==> src/rtl/stack_calc_pkg.sv <==
// Shared command encoding for the stack arithmetic unit.
// Assumes a 3-bit command field; codes 6 and 7 are reserved no-ops.
package stack_calc_pkg;

    typedef enum logic [2:0] {
        CMD_PUSH = 3'd0,
        CMD_POP  = 3'd1,
        CMD_SUB  = 3'd2,
        CMD_ADD  = 3'd3,
        CMD_MUL  = 3'd4,
        CMD_DIV  = 3'd5,
        CMD_RSV6 = 3'd6,
        CMD_RSV7 = 3'd7
    } cmd_e;

endpackage

==> src/rtl/stack_store.sv <==
// Register-based operand stack with a fill counter.
// Supports push, pop and replace-two-with-one (binary result) per cycle.
// Assumes the controller never requests an illegal move (checks done upstream).
module stack_store #(
    parameter int DW    = 16,
    parameter int DEPTH = 8,
    localparam int AW   = (DEPTH > 1) ? $clog2(DEPTH) : 1,
    localparam int CW   = $clog2(DEPTH + 1)
) (
    input  logic          clk,
    input  logic          rst_n,
    input  logic          do_push,
    input  logic          do_pop,
    input  logic          do_repl,
    input  logic [DW-1:0] wdata,
    output logic [DW-1:0] top_q,
    output logic [DW-1:0] next_q,
    output logic [CW-1:0] fill
);

    logic [DW-1:0] slot [DEPTH];
    logic [CW-1:0] top_pos;
    logic [CW-1:0] next_pos;
    logic [CW-1:0] wr_pos;
    logic          wr_en;

    // Positions of the top and the entry below it.
    always_comb begin
        top_pos  = fill - CW'(1);
        next_pos = fill - CW'(2);
    end

    // Select write slot: push writes above top, replace writes the next slot.
    always_comb begin
        wr_en  = do_push | do_repl;
        wr_pos = do_push ? fill : next_pos;
    end

    // One write port per slot, each decoding the shared write position.
    for (genvar g = 0; g < DEPTH; g++) begin : g_slot
        always_ff @(posedge clk) begin
            if (!rst_n) begin
                slot[g] <= '0;
            end else if (wr_en && (wr_pos[AW-1:0] == AW'(g))) begin
                slot[g] <= wdata;
            end
        end
    end

    // Fill counter: push adds one, pop and replace remove one.
    always_ff @(posedge clk) begin
        if (!rst_n) begin
            fill <= '0;
        end else if (do_push) begin
            fill <= fill + CW'(1);
        end else if (do_pop || do_repl) begin
            fill <= fill - CW'(1);
        end
    end

    // Read ports, zero when the addressed entry does not exist.
    always_comb begin
        top_q  = (fill >= CW'(1)) ? slot[top_pos[AW-1:0]]  : '0;
        next_q = (fill >= CW'(2)) ? slot[next_pos[AW-1:0]] : '0;
    end

endmodule

==> src/rtl/stack_alu.sv <==
// Single-cycle integer operations on (left OP right), unsigned, modulo 2^DW.
// Assumes left is the second entry and right the top entry.
module stack_alu #(
    parameter int DW = 16
) (
    input  stack_calc_pkg::cmd_e op,
    input  logic [DW-1:0]        left,
    input  logic [DW-1:0]        right,
    output logic [DW-1:0]        result
);
    import stack_calc_pkg::*;

    // Pick the operation; non-arithmetic codes yield zero.
    always_comb begin
        unique case (op)
            CMD_SUB: result = left - right;
            CMD_ADD: result = left + right;
            CMD_MUL: result = left * right;
            default: result = '0;
        endcase
    end

endmodule

==> src/rtl/stack_divider.sv <==
// Iterative restoring unsigned divider, one quotient bit per cycle.
// Assumes divisor is nonzero at start; start is ignored while busy or done.
// done pulses for one cycle after the last iteration, with quot valid.
module stack_divider #(
    parameter int DW = 16,
    localparam int NW = $clog2(DW + 1)
) (
    input  logic          clk,
    input  logic          rst_n,
    input  logic          start,
    input  logic [DW-1:0] dividend,
    input  logic [DW-1:0] divisor,
    output logic          busy,
    output logic          done,
    output logic [DW-1:0] quot
);

    logic [DW-1:0] rem;
    logic [DW-1:0] dsr;
    logic [NW-1:0] step;
    logic [DW:0]   shifted;
    logic          fits;

    // Trial step: shift in the next dividend bit and compare.
    always_comb begin
        shifted = {rem, quot[DW-1]};
        fits    = shifted >= {1'b0, dsr};
    end

    // Iteration state, counter and completion pulse.
    always_ff @(posedge clk) begin
        if (!rst_n) begin
            rem  <= '0;
            dsr  <= '0;
            quot <= '0;
            step <= '0;
            busy <= 1'b0;
            done <= 1'b0;
        end else begin
            done <= 1'b0;
            if (busy) begin
                rem  <= fits ? DW'(shifted - {1'b0, dsr}) : shifted[DW-1:0];
                quot <= {quot[DW-2:0], fits};
                step <= step + NW'(1);
                if (step == NW'(DW - 1)) begin
                    busy <= 1'b0;
                    done <= 1'b1;
                end
            end else if (start && !done) begin
                rem  <= '0;
                dsr  <= divisor;
                quot <= dividend;
                step <= '0;
                busy <= 1'b1;
            end
        end
    end

endmodule

==> src/rtl/stack_calc.sv <==
// Zero-address stack arithmetic unit: push, pop and binary operations on
// the two top entries (second OP top) behind a valid/ready command port.
// Assumes one command per handshake; division stalls the port until done.
module stack_calc #(
    parameter int DW    = 16,
    parameter int DEPTH = 8,
    localparam int CW   = $clog2(DEPTH + 1)
) (
    input  logic          clk,
    input  logic          rst_n,
    input  logic          cmd_valid,
    output logic          cmd_ready,
    input  logic [2:0]    cmd_op,
    input  logic [DW-1:0] cmd_data,
    output logic          pop_valid,
    output logic [DW-1:0] pop_data,
    output logic [DW-1:0] tos,
    output logic [CW-1:0] depth,
    output logic          err_ovf,
    output logic          err_unf,
    output logic          err_dz
);
    import stack_calc_pkg::*;

    cmd_e          op;
    logic          accept;
    logic          is_full;
    logic          has_one;
    logic          has_two;
    logic [DW-1:0] nos;
    logic [DW-1:0] alu_res;
    logic          div_start;
    logic          div_busy;
    logic          div_done;
    logic [DW-1:0] div_quot;
    logic          st_push;
    logic          st_pop;
    logic          st_repl;
    logic [DW-1:0] st_wdata;
    logic          nx_ovf;
    logic          nx_unf;
    logic          nx_dz;

    // Decode handshake and occupancy conditions.
    always_comb begin
        op        = cmd_e'(cmd_op);
        cmd_ready = !div_busy && !div_done;
        accept    = cmd_valid && cmd_ready;
        is_full   = depth == CW'(DEPTH);
        has_one   = depth >= CW'(1);
        has_two   = depth >= CW'(2);
    end

    // Choose the stack move and the outcome flags for this cycle.
    always_comb begin
        st_push   = 1'b0;
        st_pop    = 1'b0;
        st_repl   = 1'b0;
        st_wdata  = cmd_data;
        div_start = 1'b0;
        nx_ovf    = 1'b0;
        nx_unf    = 1'b0;
        nx_dz     = 1'b0;
        if (div_done) begin
            st_repl  = 1'b1;
            st_wdata = div_quot;
        end else if (accept) begin
            unique case (op)
                CMD_PUSH: begin
                    if (is_full) nx_ovf = 1'b1;
                    else         st_push = 1'b1;
                end
                CMD_POP: begin
                    if (!has_one) nx_unf = 1'b1;
                    else          st_pop = 1'b1;
                end
                CMD_SUB, CMD_ADD, CMD_MUL: begin
                    if (!has_two) begin
                        nx_unf = 1'b1;
                    end else begin
                        st_repl  = 1'b1;
                        st_wdata = alu_res;
                    end
                end
                CMD_DIV: begin
                    if (!has_two) begin
                        nx_unf = 1'b1;
                    end else if (tos == '0) begin
                        nx_dz    = 1'b1;
                        st_repl  = 1'b1;
                        st_wdata = '0;
                    end else begin
                        div_start = 1'b1;
                    end
                end
                default: ;
            endcase
        end
    end

    // Register the outcome flags and the pop return path.
    always_ff @(posedge clk) begin
        if (!rst_n) begin
            err_ovf   <= 1'b0;
            err_unf   <= 1'b0;
            err_dz    <= 1'b0;
            pop_valid <= 1'b0;
            pop_data  <= '0;
        end else begin
            pop_valid <= st_pop;
            if (st_pop) pop_data <= tos;
            if (accept) begin
                err_ovf <= nx_ovf;
                err_unf <= nx_unf;
                err_dz  <= nx_dz;
            end
        end
    end

    stack_store #(
        .DW    (DW),
        .DEPTH (DEPTH)
    ) u_store (
        .clk     (clk),
        .rst_n   (rst_n),
        .do_push (st_push),
        .do_pop  (st_pop),
        .do_repl (st_repl),
        .wdata   (st_wdata),
        .top_q   (tos),
        .next_q  (nos),
        .fill    (depth)
    );

    stack_alu #(
        .DW (DW)
    ) u_alu (
        .op     (op),
        .left   (nos),
        .right  (tos),
        .result (alu_res)
    );

    stack_divider #(
        .DW (DW)
    ) u_div (
        .clk      (clk),
        .rst_n    (rst_n),
        .start    (div_start),
        .dividend (nos),
        .divisor  (tos),
        .busy     (div_busy),
        .done     (div_done),
        .quot     (div_quot)
    );

endmodule

==> config.mk <==
export PLATFORM = sky130hd
export DESIGN_NAME = stack_calc
export DESIGN_NICKNAME = d
export VERILOG_FILES = /design/src/rtl/stack_calc_pkg.sv /design/src/rtl/stack_store.sv /design/src/rtl/stack_alu.sv /design/src/rtl/stack_divider.sv /design/src/rtl/stack_calc.sv
export SDC_FILE = /design/constraint.sdc
export NUM_CORES = 1
export LEC_CHECK = 0
export ABC_AREA = 0
export BUFFER_PORTS_ARGS = -buffer_cell sky130_fd_sc_hd__buf_2
export CELL_PAD_IN_SITES_DETAIL_PLACEMENT = 1
export CELL_PAD_IN_SITES_GLOBAL_PLACEMENT = 1
export CORE_MARGIN = 2
export CORE_UTILIZATION = 47
export CTS_BUF_LIST = sky130_fd_sc_hd__clkbuf_4 sky130_fd_sc_hd__clkbuf_8
export CTS_CLUSTER_DIAMETER = 120
export DETAILED_ROUTE_END_ITERATION = 8
export PLACE_DENSITY_LB_ADDON = 0.2
export SYNTH_ARGS = -nofsm -noshare
export SYNTH_HDL_FRONTEND = slang
export SYNTH_HIERARCHICAL = 1
export SYNTH_SLANG_ARGS = --single-unit
==> constraint.sdc <==
create_clock -name clk -period 10.9 [get_ports clk]
set_input_delay 2.725 -clock clk [delete_from_list [all_inputs] [get_ports clk]]
set_output_delay 2.725 -clock clk [all_outputs]
set_load 0.02 [all_outputs]
Word-level counts from Yosys, hierarchy flattened
Memories as Yosys holds them, arrays and structs flattened.
Index checks and enable logic that the tools add are counted.
{ "word_totals": {"word_cells": 155, "mem_bits_rw": 128, "inputBits": 22, "out_inout_bits": 41, "register_bits": 79, "mem_count": 1} }
{ "op_classes": {"eq_ne": 14, "magnitude_cmp": 3, "bitwise": 10, "n_mul": 1, "addsub": 7, "mux": 84, "n_reduce_logical": 23} }
{ "memory_table": {"columns": ["name", "depth", "width", "read_ports", "rd_clocked_by_memory_dff", "wr", "line_no", "rtl"], "rows": [
  ["u_store.slot", 8, 16, 2, 0, 8, "stack_store.sv:21", "logic [DW-1:0] slot [DEPTH];"]
]} }
{ "ops": {"columns": ["cell", "count"], "rows": [
  ["$mux 16", 20],
  ["$mux 1", 55],
  ["$pmux 16 s3", 1],
  ["$pmux 16 s2", 1],
  ["$sub 16x16->16", 2],
  ["$eq 3x3->1 const B", 6],
  ["$ge 17x16->1", 1],
  ["$add 16x16->16", 1],
  ["$logic_not 16->1", 1],
  ["$mul 16x16->16", 1],
  ["$eq 3x2->1 const B", 4],
  ["$logic_and 1x1->1", 11],
  ["$mux 5", 2],
  ["$or 1x1->1", 9],
  ["$mux 4", 2],
  ["$eq 3x1->1 const B", 2],
  ["$logic_not 3->1", 2],
  ["$add 5x1->5 const B", 1],
  ["$eq 5x4->1 const B", 1],
  ["$add 4x1->4 const B", 1],
  ["$eq 4x4->1 const B", 1],
  ["$ge 4x1->1 const B", 1],
  ["$ge 4x2->1 const B", 1],
  ["$pmux 1 s2", 2],
  ["other kinds (10)", 13]
]} }

Longest topological paths before layout
An unclocked memory read counts as a cell.
{ "depth": {"depth_word": 15, "depth_mapped": 36} }

Modules after synthesis
Netlist, hierarchy kept.
{ "by_module_without_submodules": {"columns": ["module", "n_inst", "seq_area_each_um2", "cells_per_inst", "area_per_inst_um2"], "rows": [
  ["stack_store", 1, 3923.8, 550, 7245.7],
  ["stack_alu", 1, 0.0, 632, 5099.9],
  ["stack_divider", 1, 1101.1, 417, 3268.1],
  ["stack_calc", 1, 400.4, 157, 1441.4]
]} }

Worst setup path before layout
No wires, ideal clock.
{ "synth_timing": {"kind": "register -> register", "from": "register u_store.fill[0]", "to": "memory u_store.slot[0][14], data pin", "path_stages_with_launch": 35, "arrival_ps": 8277, "slack_ps": 2483, "path_buffers": 8, "path_cell_list": "dfxtp_1 > buf_6 > buf_6 > buf_4 > inv_1 > ha_1 > buf_4 > buf_4 > buf_4 > mux4_2 > inv_1 > o22ai_1 > clkbuf_1 > clkbuf_1 > nand2_1 > fa_1 > fa_1 > fa_1 > fa_1 > inv_1 > fa_1 > inv_1 > fa_1 > inv_1 > ha_1 > nand3_1 > nor3_1 > a2111oi_2 > a211oi_1 > xnor2_1 > o22ai_1 > a31oi_1 > a32oi_1 > nand2_1 > nor2_1"} }
{ "synth_lines": {"columns": ["element", "line_no", "rtl"], "rows": [
  ["start, declared", "stack_store.sv:18", "output logic [CW-1:0] fill"],
  ["start signal, assigned", "stack_store.sv:55", "fill <= fill + CW'(1);"],
  ["start signal, assigned", "stack_store.sv:57", "fill <= fill - CW'(1);"],
  ["end, declared", "stack_store.sv:21", null]
]} }

==> results.py <==
metrics = {
    "die": {
        "die_area_um2": 37800,
        "die_h_um": 194,
        "core_um2": 35700,
        "start_util_pct": 47.8,
        "row_count": 69,
        "die_x_um": 194,
        "pin_count": 63,
    },
    "drt": {
        "drt_iter0_drc": 780,
        "via_per_inst": 5.95,
        "drc": 0,
        "routed-via-count": 13700,
        "wirelength_um": 54900,
        "wl_per_cell_um": 23.8,
        "antenna_left": 0,
        "firstDrtPassIters": 5,
    },
    "layout": {
        "final_util_pct": 52.3,
        "final_nets": 2011,
        "fin_area_um2": 18600,
        "fillers": 4049,
        "drive_gt1_share_pct": 15.6,
        "diodes": 0,
        "multi_input_area_um2": 10300,
        "area_delta_synth_final_pct": 9.30,
        "register_area_um2": 5430,
    },
    "logic_synthesis": {
        "synth_cells": 1756,
        "netlist_area_um2": 17100,
        "synth_warnings": 6,
        "synth_top_cells_by_area": "edfxtp_1 (23%), fa_1 (9.6%), dfxtp_1 (9.3%)",
        "ys_types": 100,
        "seq_area_frac_synth_pct": 31.8,
        "syn_area_per_cell_um2": 9.71,
        "synthFlopType": "edfxtp_1",
        "synth_nets": 1950,
        "synth_top_area_share_pct": 22.5,
        "async_flop_share_pct": 0,
        "synth_top_cells_by_count": "inv_1 (221), nand2_1 (203), nor2_1 (199), edfxtp_1 (128), ha_1 (90)",
        "synth.most_common_cell": "inv_1",
        "synth_edf_count": 128,
        "yosysTopAreaCell": "edfxtp_1",
        "ys_seq_elements": 207,
    },
    "pwr": {
        "p_total_mw": 2.55,
        "p_per_area_nw_per_um2": 137,
        "leakage_nw": 7.79,
        "peakVddDrop_mv": 0.106,
    },
    "sta": {
        "fin_crit_sh_pct": 82.7,
        "rsz0062_at_grt": "no",
        "fin_crit_ns": 9.01,
        "slew-limit-headroom_pct": 19.4,
        "worst_pin_slew_ns": 1.20,
        "report.final.hold_viol_count": 0,
        "maxSlewViolCount": 0,
        "fmax_mhz": 111,
        "setup_viol": 0,
        "setup_tns_ns": 0,
        "whs_ns": 0.463,
        "clock_skew_ns": 0.0427,
    },
    "global_routing": {
        "grt.overflow.total": 0,
        "grt_max_degree": 59,
        "grt.total_usage_pct": 29.6,
        "grt_pass1_wl_um": 85500,
        "antenna_found_initial": 1,
        "grt_pass1_vias": 14700,
    },
    "setup_path": {
        "cp.buffers_inverters": 8,
        "cp_slowest_stage_delay_ns": 0.78,
        "end_kind": "flop",
        "cp.arrival_ns": 9.46,
        "worstPathRequired_ns": 11.34,
        "worst_path_max_delay_cell": "ha_1",
        "cp_max_fo": 33,
        "critPathTopFamily": "adder cells",
        "critPathKind": "reg -> reg",
        "start_kind": "flop",
    },
    "run": {
        "cap_violations": 0,
    },
    "place": {
        "gp_congestion": 0.890,
        "placed_area_um2": 17800,
        "dp_hpwl_um": 38200,
        "port_buffers": 62,
    },
    "hold_path": {
        "hold_path_class": "reg -> reg",
    },
    "clocking": {
        "clockBufferDepth": 3,
        "cts-buffers-inserted": 40,
        "clock-sinks": 207,
        "root_buffer": "clkbuf_8",
        "htreeDepth": 2,
        "postCtsSetupRepairBufs": 0,
        "cts_resized": 0,
        "clock_latency_ns": 0.60,
        "clkTransAtPathRegs_ns": 0.06,
        "cts_tree": "done",
        "hold_buffers": 0,
    },
    "status": {
        "outcome": "complete, no violations",
    },
}
power breakdown:
part	internal [mW]	switching [mW]
Combinational	0.331	0.557
Sequential	0.854	0.0221
Clock	0.434	0.354
Total	1.62	0.933
stage by stage:
stage	cells	worst slack, ns
global route	2305	1.34
finish	2305	1.89
detailed placement	2236	1.86
global placement	2236	2.13
floorplan	1756	2.48
CTS	2305	1.86
routing by layer:
| layer | global-route usage [%] | routed length, um | vias to the layer above |
|---|---|---|---|
| met5 | 0 | 0 | - |
| met4 | 12.4 | 2050 | 0 |
| met3 | 4.25 | 2970 | 120 |
| met2 | 52.4 | 27500 | 453 |
| met1 | 36.1 | 22400 | 7001 |
| li1 | - | - | 6142 |
worst register-to-register path, delay by kind of cell, from the launching register on:
family                   cells  cell delay, ns
AO/OA/AOI/OAI                6            1.37
XOR/XNOR                     1            0.16
adder cells (fa/ha/maj)      8            4.24
buffers and inverters        8            1.13
flip-flops                   1            0.70
multiplexers                 1            0.53
AND/OR/NAND/NOR              5            0.76
kinds of logic after synthesis:
family                     Yosys count  synth area share [%]
buffers and inverters              320                  8.36
xor gates and xnor gates            79                  4.06
AOI/OAI and AO/OA                  286                  12.3
muxes                               93                  10.9
DFF                                207                  31.8
adders and majority gates          172                  16.2
and+or+nand+nor                    599                  16.4
sequential cells by signal (all words and copies together) (netlist names), 4 cells and up:
name / flops
pop_data: 16
u_store/slot: 128
u_div/quot: 16
u_store/fill: 4
u_div/step: 5
u_div/rem: 16
u_div/dsr: 16
final timing paths:
| path | startpoint | cells past startpoint | end | slack (ns) |
|---|---|---|---|---|
| worst max register to register | u_store/fill[0] | 29 | u_store/slot[2][14] | 1.89 |
| worst min-delay path | err_ovf | 2 | err_ovf | 0.46 |
| worst max-delay path | u_store/fill[0] | 29 | u_store/slot[2][14] | 1.89 |
| worst min register to register | err_ovf | 2 | err_ovf | 0.46 |
layout make-up:
cell class,instances,share of cell area (%)
clock inverters,11,0.342
flip-flops and latches,207,29.1
multi-input cells,1229,55.1
inverters,222,4.47
well taps,461,3.09
repair buffers,117,3.88
clock buffers,58,3.95
cells in the final DEF, fill, tap and decap left out, types with 6 or more instances in the layout:
cell      count
nand3_1      12
o22ai_2       6
mux4_2       30
buf_4        55
nand2b_1     18
clkbuf_8     48
o21ai_0      36
a21oi_1      54
a21o_1        8
nor2_1      199
o21ai_2      15
nor3_1       21
nor4_1        6
o21ai_1       8
inv_1       221
nor2b_1      10
buf_2        62
clkbuf_4     10
a21boi_0     20
and3_1        8
and2_1       84
o21a_1        8
fa_1         82
dfxtp_1      76
xor2_1       31
nand2_1     203
mux2i_1      28
a32oi_1       6
o22ai_1      39
ha_1         90
a31oi_1       8
edfxtp_1    128
xnor2_1      48
a22oi_2      10
mux4_1       34
Power figures use the tool's default switching activity.
